**config.mk**
```make
export PLATFORM = sky130hd
export DESIGN_NAME = pkg_sleep_way_ctrl
export DESIGN_NICKNAME = d
export VERILOG_FILES = /design/src/rtl/psw_pkg.sv /design/src/rtl/psw_interval_timer.sv /design/src/rtl/psw_way_mask.sv /design/src/rtl/pkg_sleep_way_ctrl.sv
export SDC_FILE = /design/constraint.sdc
export NUM_CORES = 1
export LEC_CHECK = 0
export BUFFER_PORTS_ARGS = -buffer_cell sky130_fd_sc_hd__buf_2
export CORE_MARGIN = 2
export CORE_UTILIZATION = 35
export CTS_BUF_LIST = sky130_fd_sc_hd__clkbuf_8 sky130_fd_sc_hd__clkbuf_16
export DETAILED_ROUTE_END_ITERATION = 12
export PLACE_DENSITY_LB_ADDON = 0.2
export SYNTH_ARGS = -nofsm -noshare
export SYNTH_HDL_FRONTEND = slang
export SYNTH_HIERARCHICAL = 1
export SYNTH_SLANG_ARGS = --single-unit
export TNS_END_PERCENT = 20
```
**constraint.sdc**
```tcl
create_clock -name clk -period 4 [get_ports clk]
set_clock_uncertainty 0.05 [all_clocks]
set_input_delay 0.8 -clock clk [delete_from_list [all_inputs] [get_ports clk]]
set_output_delay 0.8 -clock clk [all_outputs]
set_load 0.02 [all_outputs]
```
**src/rtl/psw_pkg.sv**
```systemverilog
// Shared types for the package sleep cache-way controller.
// Assumes: none beyond a single clock domain.
package psw_pkg;
    typedef enum logic [2:0] {
        ST_ACTIVE    = 3'd0,
        ST_SHRINK    = 3'd1,
        ST_PKG_SLEEP = 3'd2,
        ST_EXIT_WAIT = 3'd3,
        ST_GROW      = 3'd4
    } psw_state_e;
endpackage

```
**src/rtl/psw_interval_timer.sv**
```systemverilog
// Cycle counter that reports when it has counted 'limit' enabled cycles.
// hit is high in the enabled cycle whose count equals limit; the count then
// restarts. Assumes: clr has priority over counting.
module psw_interval_timer #(
    parameter int TMR_W = 8
) (
    input  logic             clk,
    input  logic             rst_n,
    input  logic             clr,
    input  logic             en,
    input  logic [TMR_W-1:0] limit,
    output logic             hit
);
    logic [TMR_W-1:0] cnt_q;

    assign hit = en && (cnt_q == limit);

    // Count enabled cycles, restart on clear or on expiry.
    always_ff @(posedge clk) begin
        if (!rst_n)          cnt_q <= '0;
        else if (clr || hit) cnt_q <= '0;
        else if (en)         cnt_q <= cnt_q + 1'b1;
    end
endmodule

```
**src/rtl/psw_way_mask.sv**
```systemverilog
// Turns an enabled-way count into the enabled mask and the next flush group.
// Enabled ways are the low en_cnt ways; the group is the top min(step, en_cnt)
// of them. Assumes: en_cnt <= NUM_WAYS and step >= 1 while a group is used.
module psw_way_mask #(
    parameter int NUM_WAYS = 8,
    parameter int CW       = $clog2(NUM_WAYS + 1)
) (
    input  logic [CW-1:0]       en_cnt,
    input  logic [CW-1:0]       step,
    output logic [NUM_WAYS-1:0] ways_en,
    output logic [NUM_WAYS-1:0] grp_mask,
    output logic [CW-1:0]       grp_size
);
    logic [CW-1:0] lo_idx;

    // Clip the group to the ways still enabled.
    always_comb begin
        grp_size = (step < en_cnt) ? step : en_cnt;
        lo_idx   = en_cnt - grp_size;
    end

    for (genvar i = 0; i < NUM_WAYS; i++) begin : g_way
        assign ways_en[i]  = (CW'(i) < en_cnt);
        assign grp_mask[i] = (CW'(i) < en_cnt) && (CW'(i) >= lo_idx);
    end
endmodule

```
**src/rtl/pkg_sleep_way_ctrl.sv**
```systemverilog
// Package deep-sleep sequencer with progressive cache-way shrink and delayed,
// gradual regrow. Flush datapath and cache arrays are external; flush_done_i
// acknowledges the group shown on flush_mask_o while flush_req_o is high.
// Assumes: enabled ways are always the contiguous low ways.
module pkg_sleep_way_ctrl #(
    parameter int NUM_CORES = 4,
    parameter int NUM_WAYS  = 8,
    parameter int TMR_W     = 8,
    localparam int SW       = $clog2(NUM_WAYS + 1)
) (
    input  logic                 clk,
    input  logic                 rst_n,
    input  logic [NUM_CORES-1:0] core_deep_i,
    input  logic [NUM_CORES-1:0] core_mid_i,
    input  logic [SW-1:0]        step_i,
    input  logic                 flush_done_i,
    input  logic [TMR_W-1:0]     resid_delay_i,
    input  logic [TMR_W-1:0]     grow_intv_i,
    output logic [NUM_WAYS-1:0]  ways_en_o,
    output logic                 flush_req_o,
    output logic [NUM_WAYS-1:0]  flush_mask_o,
    output logic                 pkg_sleep_o,
    output logic                 snoop_block_o
);
    import psw_pkg::*;

    localparam logic [SW-1:0] FULL_CNT = SW'(NUM_WAYS);

    psw_state_e    state_q, state_d;
    logic [SW-1:0] en_cnt_q, en_cnt_d;
    logic [SW-1:0] step_q, step_d;
    logic [SW-1:0] grp_size;
    logic [SW-1:0] step_eff;
    logic          all_deep, quiet, res_hit, grow_hit;

    assign all_deep = &core_deep_i;
    assign quiet    = ~|(core_deep_i | core_mid_i);
    assign step_eff = (step_i == '0) ? SW'(1) : step_i;

    psw_way_mask #(.NUM_WAYS(NUM_WAYS), .CW(SW)) u_mask (
        .en_cnt  (en_cnt_q),
        .step    (step_q),
        .ways_en (ways_en_o),
        .grp_mask(flush_mask_o),
        .grp_size(grp_size)
    );

    psw_interval_timer #(.TMR_W(TMR_W)) u_resid (
        .clk  (clk),
        .rst_n(rst_n),
        .clr  ((state_q != ST_EXIT_WAIT) || !quiet),
        .en   ((state_q == ST_EXIT_WAIT) && quiet),
        .limit(resid_delay_i),
        .hit  (res_hit)
    );

    psw_interval_timer #(.TMR_W(TMR_W)) u_grow (
        .clk  (clk),
        .rst_n(rst_n),
        .clr  (state_q != ST_GROW),
        .en   (state_q == ST_GROW),
        .limit(grow_intv_i),
        .hit  (grow_hit)
    );

    assign flush_req_o   = (state_q == ST_SHRINK);
    assign pkg_sleep_o   = (state_q == ST_PKG_SLEEP);
    assign snoop_block_o = (state_q == ST_PKG_SLEEP);

    // Next-state, way-count and step selection.
    always_comb begin
        state_d  = state_q;
        en_cnt_d = en_cnt_q;
        step_d   = step_q;
        unique case (state_q)
            ST_SHRINK: begin
                if (flush_done_i) begin
                    en_cnt_d = en_cnt_q - grp_size;
                    if (!all_deep)              state_d = ST_EXIT_WAIT;
                    else if (en_cnt_d == '0)    state_d = ST_PKG_SLEEP;
                end
            end
            ST_PKG_SLEEP: begin
                if (!all_deep) state_d = ST_EXIT_WAIT;
            end
            default: begin
                if (all_deep) begin
                    step_d  = step_eff;
                    state_d = (en_cnt_q == '0) ? ST_PKG_SLEEP : ST_SHRINK;
                end else if (state_q == ST_EXIT_WAIT && res_hit) begin
                    state_d = (en_cnt_q == FULL_CNT) ? ST_ACTIVE : ST_GROW;
                end else if (state_q == ST_GROW && grow_hit && en_cnt_q != FULL_CNT) begin
                    en_cnt_d = en_cnt_q + 1'b1;
                    if (en_cnt_d == FULL_CNT) state_d = ST_ACTIVE;
                end
            end
        endcase
    end

    // State registers; reset assumes every way is populated and enabled.
    always_ff @(posedge clk) begin
        if (!rst_n) begin
            state_q  <= ST_ACTIVE;
            en_cnt_q <= FULL_CNT;
            step_q   <= SW'(1);
        end else begin
            state_q  <= state_d;
            en_cnt_q <= en_cnt_d;
            step_q   <= step_d;
        end
    end

    AST_SLEEP_EMPTY: assert property (@(posedge clk) disable iff (!rst_n)
        pkg_sleep_o |-> (ways_en_o == '0));
    AST_SLEEP_ENTRY: assert property (@(posedge clk) disable iff (!rst_n)
        $rose(pkg_sleep_o) |-> $past(&core_deep_i));
    AST_SHRINK_ON_DONE: assert property (@(posedge clk) disable iff (!rst_n)
        ($countones(ways_en_o) < $countones($past(ways_en_o))) |-> $past(flush_req_o && flush_done_i));
    AST_GROUP_IN_ENABLED: assert property (@(posedge clk) disable iff (!rst_n)
        flush_req_o |-> ((flush_mask_o != '0) && ((flush_mask_o & ~ways_en_o) == '0)));
    AST_STEP_HELD: assert property (@(posedge clk) disable iff (!rst_n)
        (flush_req_o && $past(flush_req_o)) |-> $stable(step_q));
    AST_SNOOP_EMPTY: assert property (@(posedge clk) disable iff (!rst_n)
        snoop_block_o |-> (!flush_req_o && ways_en_o == '0));
    AST_GROUP_CLIP: assert property (@(posedge clk) disable iff (!rst_n)
        flush_req_o |-> (step_q != '0 && $countones(flush_mask_o) <= int'(step_q)));
    AST_NO_GROW_WHILE_BUSY: assert property (@(posedge clk) disable iff (!rst_n)
        (state_q == ST_EXIT_WAIT && !quiet) |=> $stable(ways_en_o));
    AST_GROW_BY_ONE: assert property (@(posedge clk) disable iff (!rst_n)
        ($countones(ways_en_o) > $countones($past(ways_en_o)))
        |-> ($countones(ways_en_o) == $countones($past(ways_en_o)) + 1));
endmodule

```
---- Word level (Yosys, flattened, before mapping) ----
Index checks and enable logic that the tools add are counted.
storage, ports and cells
  word-level logic and storage cells ...... 96
  bits of input ports ..................... 31
  flip-flop bits (word level) ............. 27
operators by class
  $lt $le $gt $ge ......................... 17
  reduce and logical (&&, ||, !) cells .... 32
  muxes and demuxes ....................... 18
  bitwise logic cells ..................... 4
  equal/unequal tests ..................... 16
  add/sub/neg operators ................... 4
operators by type and width
  cell                                                                     number
  3-bit two-way mux                                                        9
  4-bit two-way mux                                                        6
  8-bit by 1-bit adder with 8-bit output, second input constant            2
  8-bit equality test                                                      2
  3-bit by 4-bit >= comparator with 1-bit output, first input constant     4
  3-bit by 4-bit < comparator with 1-bit output, first input constant      4
  5-bit AND reduction                                                      3
  1-bit logical AND                                                        14
  4-bit zero test                                                          3
  5-bit nonzero test                                                       2
  4-bit equality test, second input constant                               2
  1-bit by 4-bit >= comparator with 1-bit output, first input constant     2
  2-bit by 4-bit >= comparator with 1-bit output, first input constant     2
  1-bit by 4-bit < comparator with 1-bit output, first input constant      2
  2-bit by 4-bit < comparator with 1-bit output, first input constant      2
  2-bit inequality test, second input constant                             4
  4-bit one-hot mux with 2 select lines                                    1
  3-bit by 2-bit equality test with 1-bit output, second input constant    2
  3-bit by 2-bit inequality test with 1-bit output, second input constant  2
  3-bit one-hot mux with 2 select lines                                    1
  2-bit OR reduction                                                       3
  4-bit by 1-bit adder with 4-bit output, second input constant            1
  4-bit < comparator                                                       1
  4-bit inequality test, second input constant                             1
  other kinds (12)                                                         16

---- Depth between registers and ports, before layout ----
Gate-level depths: netlist of the first run.
  word-level depth ........................ 9
  depth in mapped cells ................... 14
  depth with buffers taken out ............ 14

---- Hierarchy ----
The synthesis of the first run kept the hierarchy.
by module, submodules not included
  module              area an instance (µm²)  times used  cells an instance  seq. area each (µm²)
  pkg_sleep_way_ctrl  984.7                   1           110                220.2
  psw_interval_timer  439.2                   2           49                 160.2
  psw_way_mask        406.6                   1           51                 0.0

---- Least setup slack after synthesis of the first run ----
Ideal clock, no wire load.
  kind .................................... reg-to-output
  start ................................... reg en_cnt_q[1]
  end ..................................... out flush_mask_o[2]
  required time ........................... 3,150 ps
  cell stages (with the launch flop) ...... 11
  data arrival time ....................... 3,301 ps
  setup slack ............................. -151 ps
  buffers on the path ..................... 0
  cells stage by stage .................... dfxtp_1 > inv_1 > ha_1 > o21ai_0 > a21oi_2 > mux2_2 > ha_1 > inv_1 > fa_1 > nor2b_1 > nor4b_1
on the way
  word-level cells in the longest chain between the ends .. 5
ends and longest elaborated chain
  what                                            RTL line                   source
  start, declared                                 pkg_sleep_way_ctrl.sv:30   logic [SW-1:0] en_cnt_q, en_cnt_d;
  start signal, assigned                          pkg_sleep_way_ctrl.sv:108  en_cnt_q <= en_cnt_d;
  4-bit < comparator                              psw_way_mask.sv:18         grp_size = (step < en_cnt) ? step : en_cnt;
  4-bit two-way mux                               psw_way_mask.sv:18
  via grp_size[0]                                 pkg_sleep_way_ctrl.sv:32   logic [SW-1:0] grp_size;
  4-bit subtractor                                psw_way_mask.sv:19         lo_idx = en_cnt - grp_size;
  2-bit by 4-bit >= comparator with 1-bit output  psw_way_mask.sv:24         assign grp_mask[i] = (CW'(i) < en_cnt) && (CW'(i) >= lo_idx);
  1-bit logical AND                               psw_way_mask.sv:24
  end, declared                                   pkg_sleep_way_ctrl.sv:21   output logic [NUM_WAYS-1:0] flush_mask_o,
The timed path passes the listed nets, and every way through them passes these cells.

---- Worst setup path in the final report of the first run ----
  start ................................... reg en_cnt_q[2]
  end ..................................... out flush_mask_o[5]
on the way
  word-level cells in the longest chain between the ends .. 5
ends and longest elaborated chain
  what                                            RTL line
  4-bit < comparator                              psw_way_mask.sv:18
  4-bit two-way mux                               psw_way_mask.sv:18
  4-bit subtractor                                psw_way_mask.sv:19
  3-bit by 4-bit >= comparator with 1-bit output  psw_way_mask.sv:24
  1-bit logical AND *                             psw_way_mask.sv:24
Mark *: on every way between the ends. The rest lies on a longest branch, timed or not.

==> run_results.csv, run 1 <==
group,metric,value,unit
route,vias,1936,
sta,relSlewSlack,0.650,
final_layout,num_antenna_cells,0,
worst_hold_path,whs_path_depth,2,
sta,period_share,0.970,
yosys,ys_types,60,
worst_hold_path,hp-class,"register to register",
yosys,synthArstFlopShare,0,
route,wl,4.97,mm
worst_hold_path,holdPathEnd,"step_q[0]",
placed_design,io_buffers,49,
grt,grt.overflow.total,0,
worst_hold_path,min_from,"step_q[0]",
worst_setup_path,arrival,3030,ps
flow_run,maxCapViolCount,0,
floorplan,dieArea,7150,sq um
placed_design,gp_congestion,0.767,
placed_design,dp_hpwl,4.01,mm
power,seq_power_share,0.238,
sta,timing.final.crit_period,3880,ps
final_layout,fin_nets,361,
power,powerDensity,483,nW/um^2
power,clkPwrFrac,0.119,
worst_setup_path,max_stage_delay,340,ps
grt,grt_pass1_wl,8.56,mm
sta,rsz0062_at_grt,"yes",
route,drt_iter0_drc,91,
yosys,synth_top_area_cell,"dfxtp_1",
route,drc,0,
floorplan,core,6310,sq um
yosys,synth-edff-count,0,
yosys,netlist_instances,259,
sta,hold_viol,0,
worst_setup_path,critPathMaxFanout,8,
worst_setup_path,worst_setup_path_start_kind,"register",
worst_setup_path,worst_r2r_startpoint,"en_cnt_q[2]",
grt,antenna_found_initial,0,
yosys,synth_fp_nets,307,
grt,grtUsageTotal,0.143,
yosys,synth_area,2270,sq um
power,max-vdd-ir-drop,379,uV
yosys,synth_most_common_cell,"nor2_1",
floorplan,chipWidth,84.5,um
cts,h-tree-depth,1,
worst_setup_path,reg2regPathDepth,15,
floorplan,ioPinCount,50,
floorplan,initial_core_util,0.359,
route,wl_per_cell,12.8,um
sta,max_slew.worst_pin.slew,524,ps
power,switching_power,0.000605,W
yosys,avgSynthCellArea,8.76,sq um
power,p_int,0.000700,W
route,drtPass1Iterations,4,
sta,setup-tns-final,0,ps
sta,setup_violations,0,
grt,grt_pass1_vias,1915,
grt,grt_max_degree,15,
status,run_status,"finished, final reports clean",
worst_setup_path,cp_data_required_time,3150,ps
floorplan,rows,29,
placed_design,pre_cts_ws,216,ps
worst_setup_path,reg2reg_to,"state_q[1]",
yosys,ys_warn_count,6,
yosys,yosysSeqAreaShare,0.238,
power,swShare,0.463,
yosys,synth-main-ff-cell,"dfxtp_1",
worst_setup_path,cpLargestDelayFamily,"compound AO/OA/AOI/OAI gates",
cts,cts_tree,"built",
yosys,synth_common_cells,"nor2_1 (33), xnor2_1 (28), dfxtp_1 (27)",
worst_setup_path,reg2reg_slack,800,ps
route,ant_nets,0,
worst_setup_path,worstSetupEndpointType,"output pin",
power,p_comb_frac,0.643,
cts,clk-insertion-delay-late,270,ps
yosys,synth_area_leaders,"dfxtp_1 (24%), xnor2_1 (11%), ha_1 (8.3%)",
power,leakage,1.04,nW
power,p_total,0.00131,W
cts,cts-root-buf,"clkbuf_8",
yosys,ys_seq_elements,27,
cts,cts_inserted_buffers,3,
worst_setup_path,path_buf_inv,3,
final_layout,area_growth,19.1,%
sta,max_freq,0.258,GHz
floorplan,die_h,84.5,um
cts,cts_sinks,27,
worst_setup_path,cp_slowest_cell,"dfxtp_1",
cts,cts.path.max_buffers,2,
sta,setup_ws,119,ps
worst_setup_path,worstPathCellList,"inv_1, ha_1, o21a_1, nor2_1, a21oi_2, buf_4, mux2i_1, ha_2, a21o_1, a31oi_4, xor2_4, and3b_1, buf_2",
route,viasPerCell,4.98,
yosys,synth_top_area_share,0.238,
cts,clkTransAtPathRegs,90,ps
final_layout,layout-drive-gt1-share,0.295,
worst_setup_path,critical_path_class,"register to output pin",
sta,finalMaxSlewViolations,0,
## final cells by class
cell class	instances	area, sq um
well taps	77	96.3
inverters	18	67.6
flip-flops and latches	27	542
clock inverters	1	3.75
multi-input cells	206	1650
fillers	648	3610
repair buffers	57	308
clock buffers	3	41.3
## power groups by stage
stage | combinational [W] | clock, W | sequential (W)
final | 0.000839 | 0.000156 | 0.000310
after global routing | 0.000921 | 0.000179 | 0.000314
after CTS | 0.000792 | 0.000165 | 0.000310
after detailed placement | 0.000786 | 0 | 0.000316
after global placement | 0.000781 | 0 | 0.000316
after floorplan | 0.000584 | 0 | 0.000322
## worst max-delay path by stage
stage / endpoint / cells past startpoint / start / slack [ps]
floorplan: flush_mask_o[0] / 10 / en_cnt_q[1] / -130
global placement: flush_mask_o[4] / 12 / en_cnt_q[3] / 330
global route: flush_mask_o[1] / 13 / en_cnt_q[2] / -50
CTS: flush_mask_o[0] / 12 / en_cnt_q[3] / 50
detailed placement: flush_mask_o[0] / 12 / en_cnt_q[3] / 220
finish: flush_mask_o[5] / 13 / en_cnt_q[2] / 120
## routing by layer
metal | vias to the layer above | global-route usage | part of all wire
met5 | - | 0 | 0
met3 | 2 | 0.0197 | 0.021
li1 | 1003 | - | -
met2 | 23 | 0.253 | 0.50
met4 | 0 | 0.0346 | 0.0046
met1 | 908 | 0.183 | 0.48
## tightest hold or removal path, delay by kind of cell, from the launching register on
| kind | cells | cell delay, ps |
|---|---|---|
| flops | 1 | 340 |
| simple gates | 1 | 60 |
| compound gates | 1 | 80 |
## metrics by stage
stage	instances	area, sq um	hold WS [ps]	util
6_report	389	2700	469	0.428
3_3_place_gp	383	2600	456	0.411
3_5_place_dp	383	2600	457	0.411
2_1_floorplan	259	2280	416	-
5_1_grt	389	2700	519	0.428
4_1_cts	389	2660	471	0.421
## layout by cell type (no fill, tap or decap), types with 3 or more instances in the layout
master	n
buf_2	48
nor2_1	33
xnor2_1	28
dfxtp_1	26
nand2_1	22
inv_1	16
ha_1	14
buf_4	9
nand4_1	8
xor2_1	7
mux2i_1	7
o21ai_0	6
nor3_1	6
nand3_1	4
mux2_2	4
a21oi_1	4
nor4_1	3
nand3b_1	3
and3b_1	3
a21o_1	3
clkbuf_8	3
nor2b_1	3
## flip-flops by register name, summed over array words and instances (netlist names)
signal / flops
en_cnt_q: 4
state_q: 3
step_q: 4
u_grow/cnt_q: 8
u_resid/cnt_q: 8
## timing repair
action / CTS / global route
endpoints found under the hold margin: 0 / 0
resized for setup: 0 / 10
endpoints found under the setup margin: 4 / 6
hold buffers: 0 / 0
gates cloned: 0 / 0
pin swaps: 0 / 3
setup buffers: 2 / 0
## cell families (layout without fill, tap and decap cells)
group	count (synthesis)	after routing	share of synthesized area
adders and majority gates	17	17	0.100
buffers and inverters	26	79	0.0584
xor gates and xnor gates	37	37	0.146
AOI/OAI and AO/OA	36	36	0.138
DFF	27	27	0.238
and+or+nand+nor	105	105	0.268
muxes	11	11	0.0507
Power figures use the tool's default switching activity.
==> inputs of run 2 (changes only) <==
CORE_ASPECT_RATIO = 1.5   (was default)
==> run 2 against run 1 <==
Compared with the run above: setup slack improved by 52 ps; clock-buffer cell count unchanged; utilization up 0.76 points; register-to-register slack worse by 50 ps; final area up 0.23%; flip-flop and latch count is the same; critical path depth decreased by 1; first-iteration DRC count shrank 41%; non-clock buffer count is the same.
==> run_results.csv, run 2 (same netlist as run 1, synthesis figures left out) <==
group,metric,value,unit
worst_setup_path,arrival,2980,ps
route,ant_nets,0,
flow_run,maxCapViolCount,0,
cts,cts_inserted_buffers,3,
sta,finalMaxSlewViolations,0,
sta,relSlewSlack,0.599,
floorplan,rows,35,
route,wl,5.07,mm
floorplan,dieArea,7160,sq um
worst_setup_path,cp_data_required_time,3150,ps
grt,antenna_found_initial,0,
worst_setup_path,critPathMaxFanout,6,
final_layout,num_antenna_cells,0,
final_layout,reg_top3,"u_grow/cnt_q: 8 flops, u_resid/cnt_q: 8 flops",
sta,max_slew.worst_pin.slew,601,ps
sta,setup_violations,0,
cts,clk-insertion-delay-late,270,ps
cts,clkTransAtPathRegs,100,ps
worst_setup_path,worstSetupEndpointType,"output pin",
status,run_status,"finished, final reports clean",
cts,h-tree-depth,1,
route,viasPerCell,5.06,
grt,grt_pass1_vias,1938,
floorplan,initial_core_util,0.365,
route,drc,0,
power,leakage,1.04,nW
sta,timing.final.crit_period,3830,ps
placed_design,io_buffers,49,
cts,cts.path.max_buffers,2,
worst_setup_path,cp_slowest_cell,"fa_1",
route,drtPass1Iterations,4,
worst_setup_path,max_stage_delay,470,ps
cts,cts-root-buf,"clkbuf_8",
cts,cts_sinks,27,
placed_design,dp_hpwl,4.05,mm
floorplan,ioPinCount,50,
final_layout,layout_commonest_cell,"buf_2",
final_layout,layout_common_cells,"buf_2 (49), nor2_1 (33), xnor2_1 (28), dfxtp_1 (26), nand2_1 (22)",
cts,cts_tree,"built",
worst_setup_path,cpLargestDelayFamily,"adder cells",
sta,whs,469,ps
floorplan,core,6220,sq um
route,vias,1953,
power,powerDensity,493,nW/um^2
worst_setup_path,critical_path_class,"register to output pin",
route,drt_iter0_drc,54,
floorplan,die_h,103,um
worst_hold_path,hp-class,"register to register",
final_layout,layout-drive-gt1-share,0.301,
floorplan,chipWidth,69.8,um
sta,period_share,0.957,
sta,max_freq,0.261,GHz
worst_setup_path,path_buf_inv,3,
final_layout,area_growth,19.4,%
route,wl_per_cell,13.1,um
final_layout,fin_nets,361,
power,max-vdd-ir-drop,217,uV
worst_setup_path,worst_setup_path_start_kind,"register",
placed_design,gp_congestion,0.785,
sta,hold_viol,0,
grt,grt_pass1_wl,8.74,mm
grt,grt.overflow.total,0,
grt,grtUsageTotal,0.147,
worst_setup_path,worstPathCellList,"inv_2, ha_1, o21a_1, nor2_1, a21oi_2, mux2_4, ha_1, inv_2, fa_1, nand2b_4, nor4b_1, buf_2",
final_layout,fin_util,0.436,
grt,grt_max_degree,17,
final_layout,fillers,655,
run 2: final timing paths:
path,from,cells after the start,slack [ps],endpoint
hold reg to reg,step_q[0],2,470,step_q[0]
hold / removal,step_q[0],2,470,step_q[0]
setup / recovery,en_cnt_q[3],12,170,flush_mask_o[0]
setup reg to reg,en_cnt_q[3],15,750,state_q[1]
run 2: what timing repair did:
action	4_1_cts	5_1_grt
endpoints found under the setup margin	5	7
hold buffers	0	0
gates resized for setup	0	11
pin swaps	1	4
setup buffers	2	2
run 2: routing by layer:
metal  routed length (um)  global-route usage  part of all wire  vias to the layer above
li1                     -                   -                 -                     1002
met1                 2040               0.160              0.40                      916
met4                   61              0.0414             0.012                        0
met2                 2860               0.305              0.56                       31
met5                    0                   0                 0                        -
met3                  111             0.00978             0.022                        4
run 2: cell type report:
cell class	instances	area, sq um	share of cell area
clock buffers	3	41.3	0.0152
clock inverters	1	7.51	0.00277
inverters	18	67.6	0.0249
multi-input cells	206	1650	0.610
flip-flops and latches	27	542	0.200
well taps	74	92.6	0.0342
repair buffers	57	305	0.113
run 2: tightest hold or removal path, stage by stage, from the launching register on:
cell,delay (ps)
dfxtp_1,340
nand2_1,60
o211ai_1,80
run 2: power breakdown:
group | total [W] | leakage, nW | internal [W] | switching (W)
logic | 0.000866 | 0.804 | 0.000363 | 0.000504
registers | 0.000311 | 0.218 | 0.000287 | 0.0000241
clock network | 0.000159 | 0.0217 | 0.0000707 | 0.0000883
run 2: through the flow:
| stage | setup TNS, ps | power [W] | cells | setup slack (ps) | area, sq um |
|---|---|---|---|---|---|
| 4_1_cts | 0 | 0.00128 | 384 | 46.6 | 2640 |
| 3_3_place_gp | 0 | 0.00110 | 378 | 334 | 2580 |
| 3_5_place_dp | 0 | 0.00111 | 378 | 305 | 2580 |
| 5_1_grt | -1.13 | 0.00145 | 386 | -1.13 | 2710 |
| 6_report | 0 | 0.00134 | 386 | 171 | 2710 |
| 2_1_floorplan | -131 | 0.000906 | 259 | -131 | 2280 |
==> inputs of run 3 (changes only) <==
ABC_AREA = 1   (was default)
==> run 3 against run 2 <==
Compared with the run above: clock-buffer cell count unchanged; setup slack improved by 120 ps; sequential power up 6%; total power grew 22%; worst hold slack got worse by 6.8 ps; flip-flop and latch count stayed put; via count up 23%; first-iteration DRC count is 78% higher; cell count up 34%; register-to-register slack improved by 290 ps.
==> run_results.csv, run 3 <==
group,metric,value,unit
placed_design,gp_congestion,0.781,
worst_setup_path,worstSetupEndpointType,"output pin",
flow_run,maxCapViolCount,0,
cts,postCtsSetupBuffers,0,
cts,cts-root-buf,"clkbuf_8",
status,run_status,"finished, final reports clean",
yosys,synth_top_area_cell,"dfxtp_1",
placed_design,dp_hpwl,4.47,mm
sta,timing.final.crit_period,3710,ps
yosys,ys_warn_count,6,
worst_setup_path,cp_slowest_cell,"fa_1",
final_layout,fin_nets,489,
sta,setup-tns-final,0,ps
cts,clk-insertion-delay-late,270,ps
route,wl_per_cell,10.2,um
sta,hold_viol,0,
worst_setup_path,cpLargestDelayFamily,"adder cells",
worst_setup_path,critical_path_class,"register to output pin",
grt,grt_max_degree,15,
floorplan,dieArea,7570,sq um
floorplan,die_h,106,um
worst_setup_path,path_buf_inv,3,
cts,cts_tree,"built",
floorplan,rows,37,
route,wl,5.28,mm
cts,cts_resized,0,
route,viasPerCell,4.63,
worst_setup_path,arrival,2860,ps
cts,cts_inserted_buffers,3,
floorplan,ioPinCount,50,
final_layout,reg_top3,"u_grow/cnt_q: 8 flops, u_resid/cnt_q: 8 flops",
cts,cts.path.max_buffers,2,
cts,clkTransAtPathRegs,90,ps
yosys,synth-edff-count,0,
final_layout,layout_commonest_cell,"nand2_1",
yosys,ys_seq_elements,27,
grt,grt.overflow.total,0,
yosys,synth_fp_nets,435,
worst_setup_path,cp_data_required_time,3150,ps
route,ant_nets,0,
yosys,synthArstFlopShare,0,
worst_setup_path,max_stage_delay,450,ps
power,powerDensity,584,nW/um^2
sta,finalMaxSlewViolations,0,
grt,grtUsageTotal,0.144,
final_layout,area_growth,15.9,%
final_layout,layout_common_cells,"nand2_1 (100), inv_1 (71), nor2_1 (51), buf_2 (49), dfxtp_1 (26)",
worst_setup_path,worstPathCellList,"inv_1, ha_1, a21oi_2, nand2_2, nand2_1, nand2_1, ha_1, inv_1, fa_1, nor2_1, o21ai_0, nor2_1, buf_2",
worst_setup_path,worst_setup_path_start_kind,"register",
sta,rsz0062_at_grt,"no",
worst_hold_path,hp-class,"register to register",
yosys,synth_common_cells,"nand2_1 (100), inv_1 (70), nor2_1 (51)",
sta,max_freq,0.269,GHz
sta,setup_violations,0,
route,drt_iter0_drc,96,
placed_design,pre_cts_ws,476,ps
sta,setup_ws,287,ps
grt,grt_pass1_wl,9.12,mm
worst_setup_path,critPathMaxFanout,6,
yosys,yosysSeqAreaShare,0.225,
final_layout,num_antenna_cells,0,
yosys,netlist_instances,387,
floorplan,chipWidth,71.7,um
floorplan,core,6760,sq um
route,drc,0,
yosys,synth_most_common_cell,"nand2_1",
route,drtPass1Iterations,4,
yosys,avgSynthCellArea,6.22,sq um
route,vias,2396,
power,max-vdd-ir-drop,309,uV
worst_setup_path,reg2reg_slack,1040,ps
floorplan,initial_core_util,0.356,
yosys,synth_area,2410,sq um
power,leakage,1.43,nW
cts,h-tree-depth,1,
sta,period_share,0.928,
final_layout,layout-drive-gt1-share,0.216,
yosys,ys_types,29,
cts,cts_sinks,27,
grt,antenna_found_initial,0,
yosys,synth_area_leaders,"dfxtp_1 (22%), nand2_1 (16%), inv_1 (11%)",
sta,max_slew.worst_pin.slew,366,ps
yosys,synth-main-ff-cell,"dfxtp_1",
grt,grt_pass1_vias,2251,
yosys,synth_top_area_share,0.225,
placed_design,io_buffers,49,
sta,relSlewSlack,0.755,
cts,cts-hold-fix-buffers,0,
-- run 3: logic make-up (layout without fill, tap and decap cells) --
family                     Yosys count  in the layout  share of synthesized area
AOI/OAI and AO/OA                   39             39                     0.0915
buffers and inverters               82            135                      0.141
and+or+nand+nor                    203            203                      0.379
adders and majority gates           17             17                     0.0946
DFF                                 27             27                      0.225
xor gates and xnor gates            19             19                     0.0692
-- run 3: worst paths after layout --
check	startpoint	to	cells past startpoint
max reg2reg	en_cnt_q[3]	state_q[2]	17
min reg2reg	step_q[2]	step_q[2]	2
min	step_q[2]	step_q[2]	2
max	en_cnt_q[3]	flush_mask_o[4]	13
-- run 3: worst register-to-register path: stages, from the launching register on --
cell and delay (ps):
dfxtp_1 330, inv_1 110, ha_1 340, a21oi_2 280, nand2_2 130, nand2_1 70, nand2_1 70, ha_1 210
inv_1 90, fa_1 410, inv_1 90, nand2_1 70, nor2_1 130, nand3_2 100, nand2_2 80, nand3_2 110
and2_4 160, nor2_2 60
-- run 3: final cells by class --
class	count	area, sq um
clock inverter	1	3.75
sequential	27	542
inverter	78	295
multi-input combinational	278	1530
fill	780	3970
clock buffer	3	41.3
timing repair buffer	53	275
tap	78	97.6
-- run 3: through the flow --
stage | hold slack, ps | area [sq um] | total power [W] | std cells | utilization
after CTS | 474 | 2780 | 0.00164 | 518 | 0.411
after floorplan | 415 | 2410 | 0.00119 | 387 | -
after global routing | 499 | 2790 | 0.00179 | 518 | 0.412
after detailed placement | 458 | 2730 | 0.00148 | 514 | 0.404
after global placement | 450 | 2730 | 0.00147 | 514 | 0.404
final | 462 | 2790 | 0.00163 | 518 | 0.412
-- run 3: layer usage --
metal / global-route usage / routed length (um)
met3: 0.0163 / 132
met2: 0.288 / 2950
met5: 0 / 0
met4: 0.0364 / 82
met1: 0.154 / 2110
-- run 3: power by group --
part	total, W	switching [W]	internal, W	leakage [nW]
logic	0.00114	0.000745	0.000399	1.19
registers	0.000329	0.0000326	0.000297	0.219
clock network	0.000153	0.0000847	0.0000688	0.0269
total	0.00163	0.000862	0.000765	1.43
